--- src/rtl/rtc_upd_pkg.sv ---
package rtc_upd_pkg;

    localparam int NUM_FIELDS = 7;
    localparam int NUM_ALARMS = 3;

    localparam int F_SEC  = 0;
    localparam int F_MIN  = 1;
    localparam int F_HOUR = 2;
    localparam int F_DOW  = 3;
    localparam int F_DOM  = 4;
    localparam int F_MON  = 5;
    localparam int F_YEAR = 6;

    typedef logic [NUM_FIELDS-1:0][7:0] fields_t;
    typedef logic [NUM_ALARMS-1:0][7:0] alarms_t;

    typedef enum logic [2:0] {
        ST_IDLE,
        ST_PEND,
        ST_ADV,
        ST_CMP,
        ST_XFER
    } upd_state_e;

    // Byte in the selected encoding to a plain value.
    function automatic logic [6:0] code_to_val(input logic [7:0] code, input logic bin);
        logic [6:0] tens;
        tens = 7'(code[7:4]);
        return bin ? code[6:0] : 7'(tens * 7'd10 + 7'(code[3:0]));
    endfunction

    // Plain value (0..99) to a byte in the selected encoding.
    function automatic logic [7:0] val_to_code(input logic [6:0] v, input logic bin);
        return bin ? {1'b0, v} : {4'(v / 7'd10), 4'(v % 7'd10)};
    endfunction

    // Hours byte to 0..23.
    function automatic logic [4:0] hour_to_24(input logic [7:0] code, input logic bin,
                                              input logic h24);
        logic [6:0] h;
        if (h24) return 5'(code_to_val(code, bin));
        h = code_to_val({1'b0, code[6:0]}, bin);
        if (h == 7'd12) return code[7] ? 5'd12 : 5'd0;
        return code[7] ? 5'(h + 7'd12) : 5'(h);
    endfunction

    // 0..23 to an hours byte.
    function automatic logic [7:0] hour_from_24(input logic [4:0] h, input logic bin,
                                                input logic h24);
        if (h24)        return val_to_code(7'(h), bin);
        if (h == 5'd0)  return val_to_code(7'd12, bin);
        if (h < 5'd12)  return val_to_code(7'(h), bin);
        if (h == 5'd12) return 8'h80 | val_to_code(7'd12, bin);
        return 8'h80 | val_to_code(7'(h - 5'd12), bin);
    endfunction

    function automatic logic [6:0] month_days(input logic [6:0] mon, input logic [6:0] yr);
        if (mon == 7'd2)  return (yr[1:0] == 2'b00) ? 7'd29 : 7'd28;
        if (mon == 7'd4 || mon == 7'd6 || mon == 7'd9 || mon == 7'd11) return 7'd30;
        return 7'd31;
    endfunction

endpackage

--- src/rtl/rtc_upd_divider.sv ---
module rtc_upd_divider #(
    parameter int DIV_COUNT = 16,
    parameter int UIP_LEAD  = 2
) (
    input  logic       clk,
    input  logic       rst_n,
    input  logic       base_tick,
    input  logic [2:0] osc_ctl,
    output logic       run,
    output logic       pre,
    output logic       fire
);
    localparam int CW = $clog2(DIV_COUNT);
    localparam logic [CW-1:0] HALF   = CW'(DIV_COUNT / 2);
    localparam logic [CW-1:0] LAST   = CW'(DIV_COUNT - 1);
    localparam logic [CW-1:0] PRE_AT = CW'(DIV_COUNT - UIP_LEAD);

    logic [CW-1:0] cnt_q;
    logic          osc_lsb_unused;

    assign osc_lsb_unused = osc_ctl[0];
    assign run  = (osc_ctl[2:1] == 2'b01);
    assign pre  = run && (cnt_q >= PRE_AT);
    assign fire = run && base_tick && (cnt_q == LAST);

    always_ff @(posedge clk or negedge rst_n) begin
        if (!rst_n) begin
            cnt_q <= HALF;
        end else if (!run) begin
            cnt_q <= HALF;
        end else if (base_tick) begin
            cnt_q <= (cnt_q == LAST) ? '0 : cnt_q + 1'b1;
        end
    end
endmodule

--- src/rtl/rtc_upd_advance.sv ---
module rtc_upd_advance
    import rtc_upd_pkg::*;
(
    input  fields_t cur,
    input  logic    bin_fmt,
    input  logic    hr24,
    input  logic    dst_en,
    input  logic    fall_done,
    output fields_t nxt,
    output logic    fall_take,
    output logic    day_roll
);
    logic [6:0] s, m, dw, dd, mo, yr, mdays;
    logic [4:0] h;
    logic [6:0] s_n, m_n, dw_n, dd_n, mo_n, yr_n;
    logic [4:0] h_n;
    logic       at_159, spring, fall;

    always_comb begin
        s  = code_to_val(cur[F_SEC], bin_fmt);
        m  = code_to_val(cur[F_MIN], bin_fmt);
        h  = hour_to_24(cur[F_HOUR], bin_fmt, hr24);
        dw = code_to_val(cur[F_DOW], bin_fmt);
        dd = code_to_val(cur[F_DOM], bin_fmt);
        mo = code_to_val(cur[F_MON], bin_fmt);
        yr = code_to_val(cur[F_YEAR], bin_fmt);
        mdays  = month_days(mo, yr);
        at_159 = (h == 5'd1) && (m == 7'd59) && (s == 7'd59);
        spring = dst_en && (mo == 7'd4) && (dw == 7'd1) && (dd <= 7'd7) && at_159;
        fall   = dst_en && (mo == 7'd10) && (dw == 7'd1) && (dd >= 7'd25) && at_159
                 && !fall_done;
    end

    always_comb begin
        s_n = s; m_n = m; h_n = h; dw_n = dw; dd_n = dd; mo_n = mo; yr_n = yr;
        day_roll = 1'b0;
        if (s < 7'd59) begin
            s_n = s + 7'd1;
        end else begin
            s_n = '0;
            if (m < 7'd59) begin
                m_n = m + 7'd1;
            end else begin
                m_n = '0;
                if (h < 5'd23) begin
                    h_n = h + 5'd1;
                end else begin
                    h_n      = '0;
                    day_roll = 1'b1;
                    dw_n     = (dw >= 7'd7) ? 7'd1 : dw + 7'd1;
                    if (dd < mdays) begin
                        dd_n = dd + 7'd1;
                    end else begin
                        dd_n = 7'd1;
                        if (mo < 7'd12) begin
                            mo_n = mo + 7'd1;
                        end else begin
                            mo_n = 7'd1;
                            yr_n = (yr >= 7'd99) ? 7'd0 : yr + 7'd1;
                        end
                    end
                end
            end
        end
        if (spring) h_n = 5'd3;
        if (fall)   h_n = 5'd1;
    end

    assign fall_take = fall;

    always_comb begin
        nxt[F_SEC]  = val_to_code(s_n, bin_fmt);
        nxt[F_MIN]  = val_to_code(m_n, bin_fmt);
        nxt[F_HOUR] = hour_from_24(h_n, bin_fmt, hr24);
        nxt[F_DOW]  = val_to_code(dw_n, bin_fmt);
        nxt[F_DOM]  = val_to_code(dd_n, bin_fmt);
        nxt[F_MON]  = val_to_code(mo_n, bin_fmt);
        nxt[F_YEAR] = val_to_code(yr_n, bin_fmt);
    end
endmodule

--- src/rtl/rtc_upd_alarm.sv ---
module rtc_upd_alarm
    import rtc_upd_pkg::*;
(
    input  fields_t cur,
    input  alarms_t alm,
    output logic    match
);
    logic [NUM_ALARMS-1:0] slot_ok;

    // Alarm slots 0..2 line up with the seconds, minutes and hours fields.
    for (genvar g = 0; g < NUM_ALARMS; g++) begin : g_slot
        assign slot_ok[g] = (alm[g][7:6] == 2'b11) || (alm[g] == cur[g]);
    end

    assign match = &slot_ok;
endmodule

--- src/rtl/rtc_upd_engine.sv ---
module rtc_upd_engine
    import rtc_upd_pkg::*;
#(
    parameter int DIV_COUNT = 16,
    parameter int UIP_LEAD  = 2
) (
    input  logic       clk,
    input  logic       rst_n,
    input  logic       base_tick,
    input  logic [2:0] osc_ctl,
    input  logic       bin_fmt,
    input  logic       hr24,
    input  logic       dst_en,
    input  logic       xfer_hold,
    input  logic       load_en,
    input  logic [3:0] load_sel,
    input  logic [7:0] load_data,
    input  logic [2:0] rd_sel,
    output logic [7:0] rd_data,
    output logic       uip,
    output logic       upd_done,
    output logic       alarm_hit
);
    localparam fields_t RESET_TIME = {8'h00, 8'h01, 8'h01, 8'h01, 8'h00, 8'h00, 8'h00};
    localparam logic [3:0] NF = 4'(NUM_FIELDS);
    localparam logic [3:0] NA = 4'(NUM_FIELDS + NUM_ALARMS);

    upd_state_e state_q, state_d;
    fields_t    time_q, user_q, adv_next;
    alarms_t    alarm_q;
    logic       fall_q, fall_take, day_roll;
    logic       run, pre, fire, alarm_match;
    logic       uip_q, done_q, ahit_q, match_q;
    logic [3:0] asel;
    logic       load_ok;

    rtc_upd_divider #(.DIV_COUNT(DIV_COUNT), .UIP_LEAD(UIP_LEAD)) div_i (
        .clk(clk), .rst_n(rst_n), .base_tick(base_tick), .osc_ctl(osc_ctl),
        .run(run), .pre(pre), .fire(fire)
    );

    rtc_upd_advance adv_i (
        .cur(time_q), .bin_fmt(bin_fmt), .hr24(hr24), .dst_en(dst_en),
        .fall_done(fall_q), .nxt(adv_next), .fall_take(fall_take), .day_roll(day_roll)
    );

    rtc_upd_alarm alm_i (
        .cur(time_q), .alm(alarm_q), .match(alarm_match)
    );

    // State register
    always_ff @(posedge clk or negedge rst_n) begin
        if (!rst_n) state_q <= ST_IDLE;
        else        state_q <= state_d;
    end

    // Next state
    always_comb begin
        state_d = state_q;
        unique case (state_q)
            ST_IDLE: if (fire) state_d = ST_ADV;
                     else if (pre) state_d = ST_PEND;
            ST_PEND: if (fire) state_d = ST_ADV;
                     else if (!run) state_d = ST_IDLE;
            ST_ADV:  state_d = ST_CMP;
            ST_CMP:  state_d = ST_XFER;
            ST_XFER: state_d = ST_IDLE;
            default: state_d = ST_IDLE;
        endcase
    end

    // Outputs and user copy
    always_ff @(posedge clk or negedge rst_n) begin
        if (!rst_n) begin
            uip_q   <= 1'b0;
            done_q  <= 1'b0;
            ahit_q  <= 1'b0;
            match_q <= 1'b0;
            user_q  <= RESET_TIME;
        end else begin
            done_q <= 1'b0;
            ahit_q <= 1'b0;
            unique case (state_q)
                ST_IDLE: if (fire || pre) uip_q <= 1'b1;
                ST_PEND: if (!fire && !run) uip_q <= 1'b0;
                ST_ADV:  ;
                ST_CMP:  match_q <= alarm_match;
                ST_XFER: begin
                    uip_q  <= 1'b0;
                    done_q <= 1'b1;
                    ahit_q <= match_q;
                    if (!xfer_hold) user_q <= time_q;
                end
                default: ;
            endcase
        end
    end

    // Field and alarm storage
    assign load_ok = load_en && (state_q == ST_IDLE || state_q == ST_PEND);
    assign asel    = load_sel - NF;

    always_ff @(posedge clk or negedge rst_n) begin
        if (!rst_n) begin
            time_q  <= RESET_TIME;
            alarm_q <= '0;
            fall_q  <= 1'b0;
        end else if (state_q == ST_ADV) begin
            time_q <= adv_next;
            if (fall_take)     fall_q <= 1'b1;
            else if (day_roll) fall_q <= 1'b0;
        end else if (load_ok) begin
            if (load_sel < NF)      time_q[load_sel[2:0]] <= load_data;
            else if (load_sel < NA) alarm_q[asel[1:0]]    <= load_data;
        end
    end

    assign rd_data   = (rd_sel < 3'(NUM_FIELDS)) ? user_q[rd_sel] : 8'h00;
    assign uip       = uip_q && !xfer_hold;
    assign upd_done  = done_q;
    assign alarm_hit = ahit_q;
endmodule

--- config.mk ---
export PLATFORM = sky130hd
export DESIGN_NAME = rtc_upd_engine
export DESIGN_NICKNAME = d
export VERILOG_FILES = /design/src/rtl/rtc_upd_pkg.sv /design/src/rtl/rtc_upd_divider.sv /design/src/rtl/rtc_upd_advance.sv /design/src/rtl/rtc_upd_alarm.sv /design/src/rtl/rtc_upd_engine.sv
export SDC_FILE = /design/constraint.sdc
export NUM_CORES = 1
export LEC_CHECK = 0
export BUFFER_PORTS_ARGS = -buffer_cell sky130_fd_sc_hd__buf_2
export CORE_ASPECT_RATIO = 1.75
export CORE_UTILIZATION = 40
export CTS_CLUSTER_SIZE = 40
export DETAILED_ROUTE_END_ITERATION = 6
export GPL_ROUTABILITY_DRIVEN = 0
export PLACE_DENSITY = 0.63
export REMOVE_ABC_BUFFERS = 1
export SLEW_MARGIN = 25
export SYNTH_ARGS = -nofsm -noshare
export SYNTH_HDL_FRONTEND = slang
export SYNTH_HIERARCHICAL = 1
export SYNTH_SLANG_ARGS = --single-unit
--- constraint.sdc ---
create_clock -name clk -period 13.1 [get_ports clk]
set_clock_uncertainty 0.1 [all_clocks]
set_input_delay 0.655 -clock clk [delete_from_list [all_inputs] [get_ports clk]]
set_output_delay 0.655 -clock clk [all_outputs]
set_load 0.005 [all_outputs]
==> run_results.csv <==
group,metric,value,unit
outcome,status,"finished, final reports clean",
drt,wire_per_inst,21.82,microns
drt,antenna_left,0,
worst_setup_path,end_kind,"flop",
pwr,power_switching,0.001622,W
floorplanning,rows,92,
logic_synthesis,synth-edff-count,0,
logic_synthesis,synth_area_leaders,"dfrtp_1 (24%), mux2_2 (7.3%), ha_1 (6.4%)",
worst_setup_path,rrSetupSlack,5460,ps
floorplanning,boundaryPins,37,
drt,drt_iter0_markers,950,
grt,grt_overflow,0,
cts,cts.htree.levels,4,
cts,numCtsBuffers,17,
grt,gr-max-usage-layer,"met2",
worst_setup_path,setup.worst_path.class,"primary input to flop",
cts,post_cts_resized,0,
run,drv_cap,0,
floorplanning,dieArea,37410,sq um
finish,final_util,43.34,%
worst_setup_path,critPathRequiredTime,13350,ps
grt,use_met2,47.12,%
pwr,power_frac_seq,19.1,%
grt,use_met3,2.371,%
drt,vias_per_cell,6.335,
timing,period_minus_slack,7772,ps
logic_synthesis,ys_seq_elements,148,
finish,drive_gt1_share,15.99,%
grt,grt_max_degree,92,
logic_synthesis,synth_top_cell_by_area,"dfrtp_1",
timing,fin_crit_sh,59.33,%
pwr,ir_drop,0.00009894,V
finish,final_area,15610,sq um
floorplanning,die-width,146.6,microns
worst_setup_path,worstPathArrival,8020,ps
logic_synthesis,synth.yosys.seq_area_share,25.35,%
grt,antenna_found_initial,0,
pwr,comb_power_share,65.2,%
finish,diodes,0,
timing,report.final.slew_viol_count,0,
cts,hold_buffers,0,
grt,use_met1,26.06,%
placed_design,hpwl,34.76,mm
pwr,cellLeakagePower,6.566,nW
timing,finalHoldViolations,0,
worst_setup_path,cp_max_fo,65,
logic_synthesis,avgSynthCellArea,8.610,sq um
finish,nNetsFinal,1777,
logic_synthesis,synthCells,1701,
timing,setup_tns,0,ps
timing,max_freq,0.1287,GHz
pwr,p_clk_share,15.6,%
cts,clockBufferDepth,2,
logic_synthesis,ys_types,123,
pwr,switching_share,50.09,%
worst_setup_path,cp-start-kind,"primary input",
grt,grt_pass1_vias,13560,
finish,final_common_cell,"nand2_1",
cts,cts.sinks,148,
placed_design,dpl-instance-area,15000,sq um
pwr,power-per-cell-area,207.4,nW/um^2
logic_synthesis,yosysTopAreaCellShare,24.09,%
worst_hold_path,hold_class,"primary input to asynchronous set/reset pin",
floorplanning,core_area,36030,sq um
worst_setup_path,crit_path_top_delay_cell,"a31o_1",
finish,area_growth,6.612,%
logic_synthesis,synth_area,14650,sq um
grt,grt_pass1_wl,73.02,mm
placed_design,pre_cts_slack,5068,ps
cts,clock_latency,430,ps
timing,tightest_slew,993.8,ps
cts,clk_pin_slew,70,ps
timing,relSlewSlack,32.81,%
logic_synthesis,async_reset_ff_share,100.0,%
logic_synthesis,synth_flop_cell,"dfrtp_1",
timing,setup_viol,0,
drt,drt-total-wl,46.83,mm
floorplanning,start_util,40.65,%
logic_synthesis,yosys_warnings,6,
drt,first_pass_iters,5,
pwr,finalPower,0.003238,W
cts,post_cts_buffers,0,
cts,cts_root_buf,"clkbuf_16",
cts,cts_tree,"built",
grt,track_usage,24.94,%
drt,drc,0,
worst_setup_path,cpPeakStageDelay,670,ps
placed_design,portBuffers,35,
floorplanning,die_y,255.1,microns
timing,fin_ws,5328,ps
drt,via_count,13590,
pwr,internal-power,0.001616,W
timing,rsz0062_at_grt,"no",
finish,final_cell_mix,"nand2_1 (185), dfrtp_1 (141), nor2_1 (107), a21oi_1 (98), mux2_2 (95)",
[final cells by class]
class	count	area, sq um
fillers	3527	20420
multi-input cells	1390	10200
flip-flops and latches	148	3712
well taps	470	588.1
clock buffers	18	439.2
repair buffers	49	289.0
inverters	57	219.0
clock inverters	14	166.4
[layer usage]
layer / share of wire (%) / vias to the layer above
li1: - / 6316
met1: 37 / 6711
met2: 53 / 420
met3: 3.6 / 147
met4: 6.0 / 0
met5: 0 / -
[cells by family (layout without fill, tap and decap cells)]
kind of cell             after synthesis  count (layout)  synth area share (%)
AO/OA/AOI/OAI                        477             477                 24.08
XOR/XNOR                              72              72                 4.306
adder cells (fa/ha/maj)               92              92                 8.458
buffers and inverters                163             138                 5.228
flip-flops                           148             148                 25.35
multiplexers                         134             134                 10.71
other                                  1               1               0.02561
AND/OR/NAND/NOR                      614             614                 21.85
[power groups by stage]
stage               registers, W  clock network (W)  logic (W)
finish                  0.000620           0.000506    0.00211
CTS                     0.000617           0.000509    0.00208
detailed placement      0.000626                  0    0.00206
floorplan               0.000581                  0    0.00160
global route            0.000627           0.000530    0.00233
global placement        0.000623                  0    0.00202
[cell usage after synthesis, types with 15 or more instances]
cell type,number
a21oi_1,98
o211ai_1,52
nand2b_1,16
nand4_1,33
xnor2_1,32
mux2i_1,29
a221o_1,21
xor2_1,40
nor2b_1,19
dfrtp_1,141
nor4_1,18
and2_1,29
buf_2,19
mux2_2,95
nor3_1,51
nand2_1,185
nand3_1,53
inv_1,51
a31oi_1,25
nor2_1,107
o21ai_0,57
clkbuf_1,56
ha_1,75
o31ai_1,15
[state kept, by name, summed over array words and instances, names as in the netlist]
register / cells
alarm_hit: 1
alarm_q: 24
div_i/cnt_q: 4
fall_q: 1
match_q: 1
state_q: 3
time_q: 56
uip_q: 1
upd_done: 1
user_q: 56
[critical path: cells and delay by family]
kind / cells / cell delay (ps)
buffers and inverters: 3 / 1480
AND/OR/NAND/NOR: 10 / 2510
adder cells (fa/ha/maj): 2 / 470
AO/OA/AOI/OAI: 9 / 2570
XOR/XNOR: 1 / 250
[worst paths after layout]
check	from	to	cells after the start
min in group clk	user_q[39]	user_q[39]	1
hold / removal	rst_n	time_q[42]	1
max in group asynchronous	rst_n	alarm_q[11]	2
setup / recovery	bin_fmt	time_q[50]	25
setup reg to reg	time_q[13]	time_q[17]	27
hold reg to reg	user_q[39]	user_q[39]	1
[metrics by stage]
step                      cells  hold WS [ps]
after global placement     2114         386.6
final                      2146         192.4
after CTS                  2146         250.1
after detailed placement   2114         395.0
after global routing       2146         291.1
after floorplan            1595         259.4
No activity file was read; power rests on OpenSTA's default activity.
